`src/rtl/interval_timer_pkg.sv`:
```
package interval_timer_pkg;
  localparam int ADDR_W = 3;

  typedef enum logic [ADDR_W-1:0] {
    REG_STATUS  = 3'd0,
    REG_CTRL    = 3'd1,
    REG_PER_LO  = 3'd2,
    REG_PER_HI  = 3'd3,
    REG_SNAP_LO = 3'd4,
    REG_SNAP_HI = 3'd5
  } reg_sel_e;

  localparam int CTRL_IRQ_EN = 0;
  localparam int CTRL_CONT   = 1;
  localparam int CTRL_START  = 2;
  localparam int CTRL_STOP   = 3;

  localparam int ST_TMO = 0;
  localparam int ST_RUN = 1;
endpackage

```
`src/rtl/tmr_counter.sv`:
```
module tmr_counter #(
  parameter int CNT_W = 32
) (
  input  logic             clk_i,
  input  logic             rst_ni,
  input  logic [CNT_W-1:0] period_i,
  input  logic             load_i,
  input  logic             start_i,
  input  logic             stop_i,
  input  logic             cont_i,
  output logic [CNT_W-1:0] count_o,
  output logic             running_o,
  output logic             timeout_o
);
  logic [CNT_W-1:0] count_q;
  logic             run_q;

  assign timeout_o = run_q && (count_q == '0);
  assign count_o   = count_q;
  assign running_o = run_q;

  always_ff @(posedge clk_i or negedge rst_ni) begin
    if (!rst_ni) begin
      count_q <= '1;
      run_q   <= 1'b0;
    end else begin
      if (load_i || timeout_o) count_q <= period_i;
      else if (run_q)          count_q <= count_q - 1'b1;

      if (load_i || stop_i)         run_q <= 1'b0;
      else if (start_i)             run_q <= 1'b1;
      else if (timeout_o && !cont_i) run_q <= 1'b0;
    end
  end

  a_r4_decrement: assert property (@(posedge clk_i) disable iff (!rst_ni)
    run_q && count_q != '0 && !load_i |=> count_q == $past(count_q) - 1'b1);
  a_r4_hold: assert property (@(posedge clk_i) disable iff (!rst_ni)
    !run_q && !load_i && !start_i |=> $stable(count_q));
  a_r3_stop_wins: assert property (@(posedge clk_i) disable iff (!rst_ni)
    stop_i |=> !run_q);
  a_r6_oneshot_halt: assert property (@(posedge clk_i) disable iff (!rst_ni)
    timeout_o && !cont_i && !start_i |=> !run_q && count_q == $past(period_i));
  a_r7_cont_reload: assert property (@(posedge clk_i) disable iff (!rst_ni)
    timeout_o && cont_i && !load_i && !stop_i |=> run_q && count_q == $past(period_i));
  a_r8_period_load: assert property (@(posedge clk_i) disable iff (!rst_ni)
    load_i |=> !run_q && count_q == $past(period_i));
endmodule

```
`src/rtl/tmr_regfile.sv`:
```
module tmr_regfile
  import interval_timer_pkg::*;
#(
  parameter int DATA_W = 32,
  parameter int HALF_W = 16,
  localparam int HALVES = 2,
  localparam int CNT_W  = HALVES * HALF_W
) (
  input  logic              clk_i,
  input  logic              rst_ni,
  input  logic [ADDR_W-1:0] addr_i,
  input  logic              wr_en_i,
  input  logic              rd_en_i,
  input  logic [DATA_W-1:0] wdata_i,
  input  logic [CNT_W-1:0]  count_i,
  input  logic              running_i,
  input  logic              timeout_i,
  output logic [CNT_W-1:0]  period_o,
  output logic              load_o,
  output logic              start_o,
  output logic              stop_o,
  output logic              cont_o,
  output logic              irq_o,
  output logic [DATA_W-1:0] rdata_o
);
  logic [CNT_W-1:0]  per_q, per_d, snap_q;
  logic [HALVES-1:0] per_hit;
  logic              flag_q, irq_en_q, cont_q;
  logic              st_wr, ctrl_wr, snap_wr;
  logic [DATA_W-1:0] rd_mux;

  assign st_wr   = wr_en_i && addr_i == REG_STATUS;
  assign ctrl_wr = wr_en_i && addr_i == REG_CTRL;
  assign snap_wr = wr_en_i && (addr_i == REG_SNAP_LO || addr_i == REG_SNAP_HI);

  for (genvar h = 0; h < HALVES; h++) begin : g_half
    assign per_hit[h] = wr_en_i && addr_i == ADDR_W'(int'(REG_PER_LO) + h);
    assign per_d[h*HALF_W +: HALF_W] = per_hit[h] ? wdata_i[HALF_W-1:0]
                                                  : per_q[h*HALF_W +: HALF_W];
  end

  assign period_o = per_d;
  assign load_o   = |per_hit;
  // stop beats start inside the counter
  assign start_o  = ctrl_wr && wdata_i[CTRL_START];
  assign stop_o   = ctrl_wr && wdata_i[CTRL_STOP];
  assign cont_o   = cont_q;
  assign irq_o    = flag_q && irq_en_q;

  always_ff @(posedge clk_i or negedge rst_ni) begin
    if (!rst_ni) begin
      per_q    <= '1;
      snap_q   <= '0;
      flag_q   <= 1'b0;
      irq_en_q <= 1'b0;
      cont_q   <= 1'b0;
    end else begin
      per_q <= per_d;
      if (snap_wr) snap_q <= count_i;
      if (timeout_i)  flag_q <= 1'b1;
      else if (st_wr) flag_q <= 1'b0;
      if (ctrl_wr) begin
        irq_en_q <= wdata_i[CTRL_IRQ_EN];
        cont_q   <= wdata_i[CTRL_CONT];
      end
    end
  end

  always_comb begin
    rd_mux = '0;
    case (addr_i)
      REG_STATUS: begin
        rd_mux[ST_TMO] = flag_q;
        rd_mux[ST_RUN] = running_i;
      end
      REG_CTRL: begin
        rd_mux[CTRL_IRQ_EN] = irq_en_q;
        rd_mux[CTRL_CONT]   = cont_q;
      end
      REG_PER_LO:  rd_mux = DATA_W'(per_q[0 +: HALF_W]);
      REG_PER_HI:  rd_mux = DATA_W'(per_q[HALF_W +: HALF_W]);
      REG_SNAP_LO: rd_mux = DATA_W'(snap_q[0 +: HALF_W]);
      REG_SNAP_HI: rd_mux = DATA_W'(snap_q[HALF_W +: HALF_W]);
      default:     rd_mux = '0;
    endcase
  end

  always_ff @(posedge clk_i or negedge rst_ni) begin
    if (!rst_ni)      rdata_o <= '0;
    else if (rd_en_i) rdata_o <= rd_mux;
  end

  a_r5_flag_set: assert property (@(posedge clk_i) disable iff (!rst_ni)
    timeout_i |=> flag_q);
  a_r9_clear: assert property (@(posedge clk_i) disable iff (!rst_ni)
    st_wr && !timeout_i |=> !flag_q);
  a_r10_snap: assert property (@(posedge clk_i) disable iff (!rst_ni)
    snap_wr |=> snap_q == $past(count_i));
  a_r12_hold: assert property (@(posedge clk_i) disable iff (!rst_ni)
    !rd_en_i |=> $stable(rdata_o));
endmodule

```
`src/rtl/interval_timer.sv`:
```
module interval_timer
  import interval_timer_pkg::*;
#(
  parameter int DATA_W = 32,
  parameter int HALF_W = 16
) (
  input  logic              clk_i,
  input  logic              rst_ni,
  input  logic [2:0]        addr_i,
  input  logic              wr_en_i,
  input  logic              rd_en_i,
  input  logic [DATA_W-1:0] wdata_i,
  output logic [DATA_W-1:0] rdata_o,
  output logic              irq_o
);
  localparam int CNT_W = 2 * HALF_W;

  logic [CNT_W-1:0] period, count;
  logic load, start, stop, cont, running, timeout;

  tmr_regfile #(.DATA_W(DATA_W), .HALF_W(HALF_W)) u_regs (
    .clk_i, .rst_ni, .addr_i, .wr_en_i, .rd_en_i, .wdata_i,
    .count_i(count), .running_i(running), .timeout_i(timeout),
    .period_o(period), .load_o(load), .start_o(start), .stop_o(stop),
    .cont_o(cont), .irq_o, .rdata_o
  );

  tmr_counter #(.CNT_W(CNT_W)) u_cnt (
    .clk_i, .rst_ni, .period_i(period), .load_i(load), .start_i(start),
    .stop_i(stop), .cont_i(cont), .count_o(count), .running_o(running),
    .timeout_o(timeout)
  );

  a_r11_irq_gate: assert property (@(posedge clk_i) disable iff (!rst_ni)
    timeout && !(wr_en_i && addr_i == REG_CTRL) && $past(rst_ni) |=>
      irq_o == $past(u_regs.irq_en_q));
endmodule

```
`config.mk`:
```
export PLATFORM = sky130hd
export DESIGN_NAME = interval_timer
export DESIGN_NICKNAME = d
export VERILOG_FILES = /design/src/rtl/interval_timer_pkg.sv /design/src/rtl/tmr_counter.sv /design/src/rtl/tmr_regfile.sv /design/src/rtl/interval_timer.sv
export SDC_FILE = /design/constraint.sdc
export NUM_CORES = 1
export LEC_CHECK = 0
export CORE_MARGIN = 3
export CORE_UTILIZATION = 45
export DETAILED_ROUTE_END_ITERATION = 10
export PLACE_DENSITY = 0.72
export RECOVER_POWER = 25
export SLEW_MARGIN = 20
export SYNTH_ARGS = -nofsm -noshare
export SYNTH_HDL_FRONTEND = slang
export SYNTH_HIERARCHICAL = 1
export SYNTH_SLANG_ARGS = --single-unit
```
`constraint.sdc`:
```
create_clock -name clk_i -period 2.45 [get_ports clk_i]
set_clock_uncertainty 0.2 [all_clocks]
set_input_delay 0.245 -clock clk_i [delete_from_list [all_inputs] [get_ports clk_i]]
set_output_delay 0.245 -clock clk_i [all_outputs]
set_load 0.05 [all_outputs]
```
==> After elaboration in Yosys (flattened, before gate mapping) <==
Cells that the tools add are included.
{ "classes": {"n_addsub": 1, "eq_ne": 5, "mux": 11, "n_reduce_logical": 20} }
{ "ops": {"columns": ["cell", "n"], "rows": [
  ["two-way mux 32 bit", 2],
  ["one-hot mux 14 bit (4 select lines)", 1],
  ["logical NOT 32 bit", 1],
  ["two-way mux 16 bit", 2],
  ["subtractor 32 x 1 -> 32 bit, second input constant", 1],
  ["one-hot mux 2 bit (6 select lines)", 1],
  ["logical AND 1 bit", 10],
  ["equality test 3 x 2 -> 1 bit, second input constant", 2],
  ["equality test 3 bit, second input constant", 2],
  ["two-way mux 1 bit", 5],
  ["nonzero test 2 bit", 2],
  ["equality test 3 x 1 -> 1 bit, second input constant", 1],
  ["logical NOT 3 bit", 1],
  ["logical OR 1 bit", 3],
  ["nonzero test 3 bit", 1],
  ["OR reduction 2 bit", 1],
  ["logical NOT 1 bit", 1]
]} }
{ "totals": {"ff_bits": 132, "in_bits": 39, "out_inout_bits": 33, "wordCells": 45} }

==> Depth between registers and ports, before layout <==
{ "depth": {"ltp_word": 6, "mapped_depth": 9, "depth_no_buf": 7} }

==> Cells and area by module <==
Netlist, hierarchy kept.
{ "modules_own_cells": {"columns": ["mod", "instances", "cells_each", "area_per_inst_um2", "seq_area_each_um2"], "rows": [
  ["tmr_regfile", 1, 279, 3925.0, 2117.0],
  ["tmr_counter", 1, 216, 2055.7, 865.8]
]} }

==> Worst setup path before layout <==
No wires, ideal clock.
{ "synth_timing": {"path_type": "reg2reg", "startpoint": "reg u_cnt.count_q[0] (netlist: u_cnt/count_o[0])", "endpoint": "reg u_cnt.count_q[3] (netlist: u_cnt/count_o[3])", "setup_ps": 73, "arrival_time_ps": 1888, "required_time_ps": 2177, "path_slack_ps": 289, "path_stages_with_launch": 10, "n_path_buf": 2, "synth_period_minus_slack_ps": 2161, "path_cell_list": "dfstp_2 inv_1 ha_1 nor4bb_1 and4_1 a31oi_1 buf_2 buf_2 nor2_1 a21oi_1"} }
{ "synth_via": {"elab_chain_len": 4, "elab_cells_between_ends": 7, "cone_classes": "1 x add/sub; 2 x mux; 4 x reduce/logical"} }
{ "synth_lines": {"columns": ["item", "line_no", "source"], "rows": [
  ["start, declared", "tmr_counter.sv:15", "logic [CNT_W-1:0] count_q;"],
  ["start signal, assigned", "tmr_counter.sv:27", "if (load_i || timeout_o) count_q <= period_i;"],
  ["start signal, assigned", "tmr_counter.sv:28", "else if (run_q) count_q <= count_q - 1'b1;"],
  ["parallel branches: the longest is 4 deep, another holds subtractor 32 x 1 -> 32 bit", null, null]
]} }
Several ways; the timed one is not identified. The select of a mux whose other input is x is not followed.
A chain may end at the register's enable or synchronous reset.

==> Worst setup path in the final report <==
{ "layout_timing": {"startpoint": "reg u_cnt.count_q[0] (netlist: u_cnt/count_o[0])", "endpoint": "reg u_cnt.run_q (netlist: u_cnt/running_o)"} }
{ "layout_via": {"elab_chain_len": 4} }
{ "layout_lines": {"columns": ["item", "line_no", "source"], "rows": [
  ["logical NOT 32 bit", "tmr_counter.sv:18", "assign timeout_o = run_q && (count_q == '0);"],
  ["logical AND 1 bit", "tmr_counter.sv:18", null],
  ["logical AND 1 bit", "tmr_counter.sv:32", "else if (timeout_o && !cont_i) run_q <= 1'b0;"],
  ["nonzero test 3 bit (no source line)", null, null],
  ["end signal, assigned", "tmr_counter.sv:30", "if (load_i || stop_i) run_q <= 1'b0;"],
  ["end signal, assigned", "tmr_counter.sv:31", "else if (start_i) run_q <= 1'b1;"],
  ["end signal, assigned", "tmr_counter.sv:32", null],
  ["end, declared", "tmr_counter.sv:16", "logic run_q;"]
]} }
Every way passes these cells.

==> results summary <==
Setup repair after global routing left no endpoint under its margin. The maximum root-to-sink buffer count is 2. The core region is 12,800 um^2. The wire length of the first global-routing pass is 21.8 mm. For this design the top-level I/O count stands at 72. The number of antenna violations at the first check in global routing is 0. Along the worst path, the maximum fanout reaches 5. The initial standard-cell utilization of the core is 46.6%. In this run, the number of DRC markers left after iteration 0 of detailed routing was 171. The floorplan step set the die height to 121 um. At the end of the flow, the number of nets in the layout was 587. The async set or reset register ratio after synthesis came out at 100%.

The post-route standard cell area excluding fillers is 7190 um^2. The most instantiated flip-flop cell in the synthesis netlist is sky130_fd_sc_hd__dfstp_2. The first-pass detailed-route iteration total came out at 4. Synthesis handed over a netlist of 495 instances. At the worst endpoint, the required time is 2530 ps. Entering global routing, the biggest net connects 54 pins. The remaining design rule violation count came out at 0. The average detailed-routed wire length per instance is 18.0 um. The final number of setup-violating endpoints came out at 0. The critical path is of the flop to flop type. The routability congestion estimate from global placement came out at 0.901. The power per cell area came out at 1010 nW/um^2. The yosys synthesis warning count is 6. In this design, the stage delay of the slowest critical-path cell is 420 ps.

For the worst setup path, the data arrival time is 2340 ps. The number of hold-slack violations in the final timing report is 0. The buffer type at the clock tree root is sky130_fd_sc_hd__clkbuf_16. The part of the Yosys area used for sequential elements came out at 49.9%.

The count of standard-cell rows is 41. The relative max-transition margin is 13.3%. Synthesis instantiated 66 different standard cells from the library. The placement-stage cell area is 6550 um^2. The clock period minus final worst setup slack is 2260 ps. Across all layers, the routed design uses 3,966 vias. Cells fill 56.1% of the core in the end. The accumulated negative setup slack came out at 0 ps. Excluding fillers, the count of instances in the completed layout stands at 732. The leakage power figure came out at 0.00284 uW.

The per-instance average area after synthesis came out at 12.1 um^2. The min-delay analysis places its worst path in the category flop to flop. After global routing the overflow that remains totals 0. The final period utilization is 92.4%. The reg-to-reg setup timing slack came out at 190 ps. TritonCTS built the clock tree. The count of antenna diodes in the layout came out at 0. The number of placed instances, taps included, is 699. The total detailed-routing wirelength came out at 13.2 mm.

The cell at the slowest stage of the critical path is sky130_fd_sc_hd__o41ai_1. The detail route stage leaves a number of antenna-violating nets equal to 0. Max-cap violations in this run came to 0. Counting flops with a built-in enable in the synthesized netlist gives 0. The H-tree level count is 4. VDD sags by at most 0.418 mV. The post-CTS setup buffer count came out at 0. Timing would allow up to 442 MHz. The post-synth design cell area is 5980 um^2. The area added between synthesis and finish came out at 20.3%. The number of global-route vias before repair is 4,318. Walking the worst path, the cells encountered are inv_1 -> ha_1 -> and3b_1 -> and3_1 -> nand3_1 -> o41ai_1 -> a211oi_1.

In the routed layout, each cell is associated on average with a via count of 5.42. After clock tree synthesis, the clock-pin slew on the worst setup and hold paths is 50 ps. From left edge to right edge, the die measures 121 um.

The number of buffers created by CTS came out at 17. The detailed-placement wirelength estimate is 8.79 mm. The total routing usage reported by global routing is 19.3%. The worst setup path is captured at a flop. The final-report max-slew violation count came to 0.

The slew of the pin with the lowest slew margin is 1300 ps. The category of the worst setup path launch point is a flop. The register bit total from synthesis is 116. The later-pin clock latency in the skew report came out at 420 ps. The area enclosed by the die boundary came out at 14,700 um^2. The number of buffer cells added on primary ports is 39.

The TritonCTS sink count came out at 116. The run finished with clean final reports. The fraction of layout instances using a drive strength above 1 is 41.8%.
-- synthesized netlist by cell type (2+ instances only) --
cell type	instances	share of area (%)
sky130_fd_sc_hd__mux2_2	84	16
sky130_fd_sc_hd__dfstp_2	64	28
sky130_fd_sc_hd__nor2_1	58	3.6
sky130_fd_sc_hd__dfrtp_1	52	22
sky130_fd_sc_hd__a21oi_1	41	3.4
sky130_fd_sc_hd__buf_4	18	2.3
sky130_fd_sc_hd__xnor2_1	18	2.6
sky130_fd_sc_hd__a22oi_1	15	1.9
sky130_fd_sc_hd__buf_2	10	0.84
sky130_fd_sc_hd__mux2_4	10	2.5
sky130_fd_sc_hd__nand2_1	10	0.63
sky130_fd_sc_hd__nor3_1	8	0.67
sky130_fd_sc_hd__xor2_1	8	1.2
sky130_fd_sc_hd__clkbuf_1	7	0.44
sky130_fd_sc_hd__inv_1	7	0.44
sky130_fd_sc_hd__nor4_1	7	0.73
sky130_fd_sc_hd__buf_6	6	1.1
sky130_fd_sc_hd__a31oi_1	4	0.42
sky130_fd_sc_hd__and2_1	4	0.42
sky130_fd_sc_hd__nand3_1	4	0.33
sky130_fd_sc_hd__and3_1	3	0.31
sky130_fd_sc_hd__mux2_1	3	0.56
sky130_fd_sc_hd__nor2b_1	3	0.31
sky130_fd_sc_hd__nor3_2	3	0.50
sky130_fd_sc_hd__and3b_1	2	0.29
sky130_fd_sc_hd__nand3_4	2	0.59
sky130_fd_sc_hd__nor4_4	2	0.71
sky130_fd_sc_hd__nor4b_2	2	0.50
sky130_fd_sc_hd__o41ai_1	2	0.29
sky130_fd_sc_hd__or3_1	2	0.21
-- through the flow --
| stage | setup slack, ps | power [uW] | hold slack [ps] |
|---|---|---|---|
| floorplan | 289 | 4120 | -251 |
| global placement | 196 | 4490 | 118 |
| detailed placement | 159 | 4580 | 125 |
| CTS | 186 | 7300 | 228 |
| global route | 28.1 | 7590 | 287 |
| finish | 186 | 7240 | 294 |
-- layer usage --
| metal | part of all wire [%] | global-route usage [%] | vias up | wire length [um] |
|---|---|---|---|---|
| met4 | 1.8 | 7.77 | 0 | 239 |
| met3 | 4.5 | 5.97 | 21 | 595 |
| met2 | 48 | 30.1 | 88 | 6270 |
| li1 | - | - | 1855 | - |
| met5 | 0 | 0 | - | 0 |
| met1 | 46 | 25.0 | 2002 | 6070 |
-- final timing paths --
kind,cells after the start,to,startpoint
max,7,u_cnt/running_o,u_cnt/count_o[0]
min,1,u_regs/snap_q[25],u_regs/snap_q[25]
max reg2reg,7,u_cnt/running_o,u_cnt/count_o[0]
min reg2reg,1,u_regs/snap_q[25],u_regs/snap_q[25]
max in group asynchronous,3,u_regs/per_q[16],rst_ni
min in group asynchronous,2,u_regs/rdata_o[11],rst_ni
-- worst max-delay path, delay by kind of cell, from the launching register on --
kind | cells | cell delay, ps
AO/OA/AOI/OAI | 2 | 560
flip-flops | 1 | 400
adder cells (fa/ha/maj) | 1 | 210
AND/OR/NAND/NOR | 3 | 690
buffers and inverters | 1 | 70
-- sequential cells by signal (all words and copies together), names as in the netlist --
register and count:
u_cnt/count_o 32, u_regs/per_q 32, u_regs/snap_q 32, u_regs/rdata_o 16
u_cnt/running_o 1, u_regs/cont_o 1, u_regs/flag_q 1, u_regs/irq_en_q 1
-- where the power goes --
group / leakage, uW / total [uW] / switching, uW / internal, uW
Clock: 0.000319 / 2670 / 847 / 1830
Combinational: 0.00124 / 1490 / 728 / 766
Sequential: 0.00128 / 3070 / 436 / 2630
-- placed cells by master (no fill, tap or decap), types with 3 or more instances in the layout --
master / n
sky130_fd_sc_hd__mux2_1: 3
sky130_fd_sc_hd__and3_1: 3
sky130_fd_sc_hd__bufinv_16: 4
sky130_fd_sc_hd__clkbuf_16: 17
sky130_fd_sc_hd__xnor2_1: 18
sky130_fd_sc_hd__clkinv_2: 4
sky130_fd_sc_hd__and2_1: 4
sky130_fd_sc_hd__nor2b_1: 3
sky130_fd_sc_hd__conb_1: 16
sky130_fd_sc_hd__inv_1: 7
sky130_fd_sc_hd__nor4_1: 7
sky130_fd_sc_hd__mux2_4: 10
sky130_fd_sc_hd__a22oi_1: 15
sky130_fd_sc_hd__nor3_2: 3
sky130_fd_sc_hd__nand2_1: 10
sky130_fd_sc_hd__nand3_1: 4
sky130_fd_sc_hd__nor2_1: 58
sky130_fd_sc_hd__nor3_1: 8
sky130_fd_sc_hd__dfstp_2: 64
sky130_fd_sc_hd__a31oi_1: 3
sky130_fd_sc_hd__dfrtp_1: 52
sky130_fd_sc_hd__clkbuf_8: 5
sky130_fd_sc_hd__clkdlybuf4s50_1: 37
sky130_fd_sc_hd__buf_12: 3
sky130_fd_sc_hd__buf_4: 16
sky130_fd_sc_hd__xor2_1: 8
sky130_fd_sc_hd__mux2_2: 84
sky130_fd_sc_hd__a21oi_1: 41
-- area by class of cell --
| cell class | instances | area (um^2) |
|---|---|---|
| Clock inverter | 9 | 148 |
| Clock buffer | 23 | 498 |
| Tap cell | 172 | 215 |
| Multi-Input combinational cell | 345 | 2750 |
| Sequential cell | 116 | 2980 |
| Timing Repair Buffer | 60 | 578 |
| Inverter | 7 | 26.3 |
| Fill cell | 1099 | 5630 |
-- kinds of logic after synthesis --
group	Yosys count	synth area share [%]
buffers and inverters	49	5.44
muxes	99	19.5
DFF	116	49.9
and+or+nand+nor	127	13.1
AOI/OAI and AO/OA	76	8.01
xor gates and xnor gates	26	3.81
other	1	0.0627
adders and majority gates	1	0.209
-- timing repair --
action	4_1_cts	5_1_grt
hold buffers	1	0
endpoints found under the hold margin	20	0
setup endpoints to repair	0	1
resized for setup	0	1
Power figures use the tool's default switching activity.
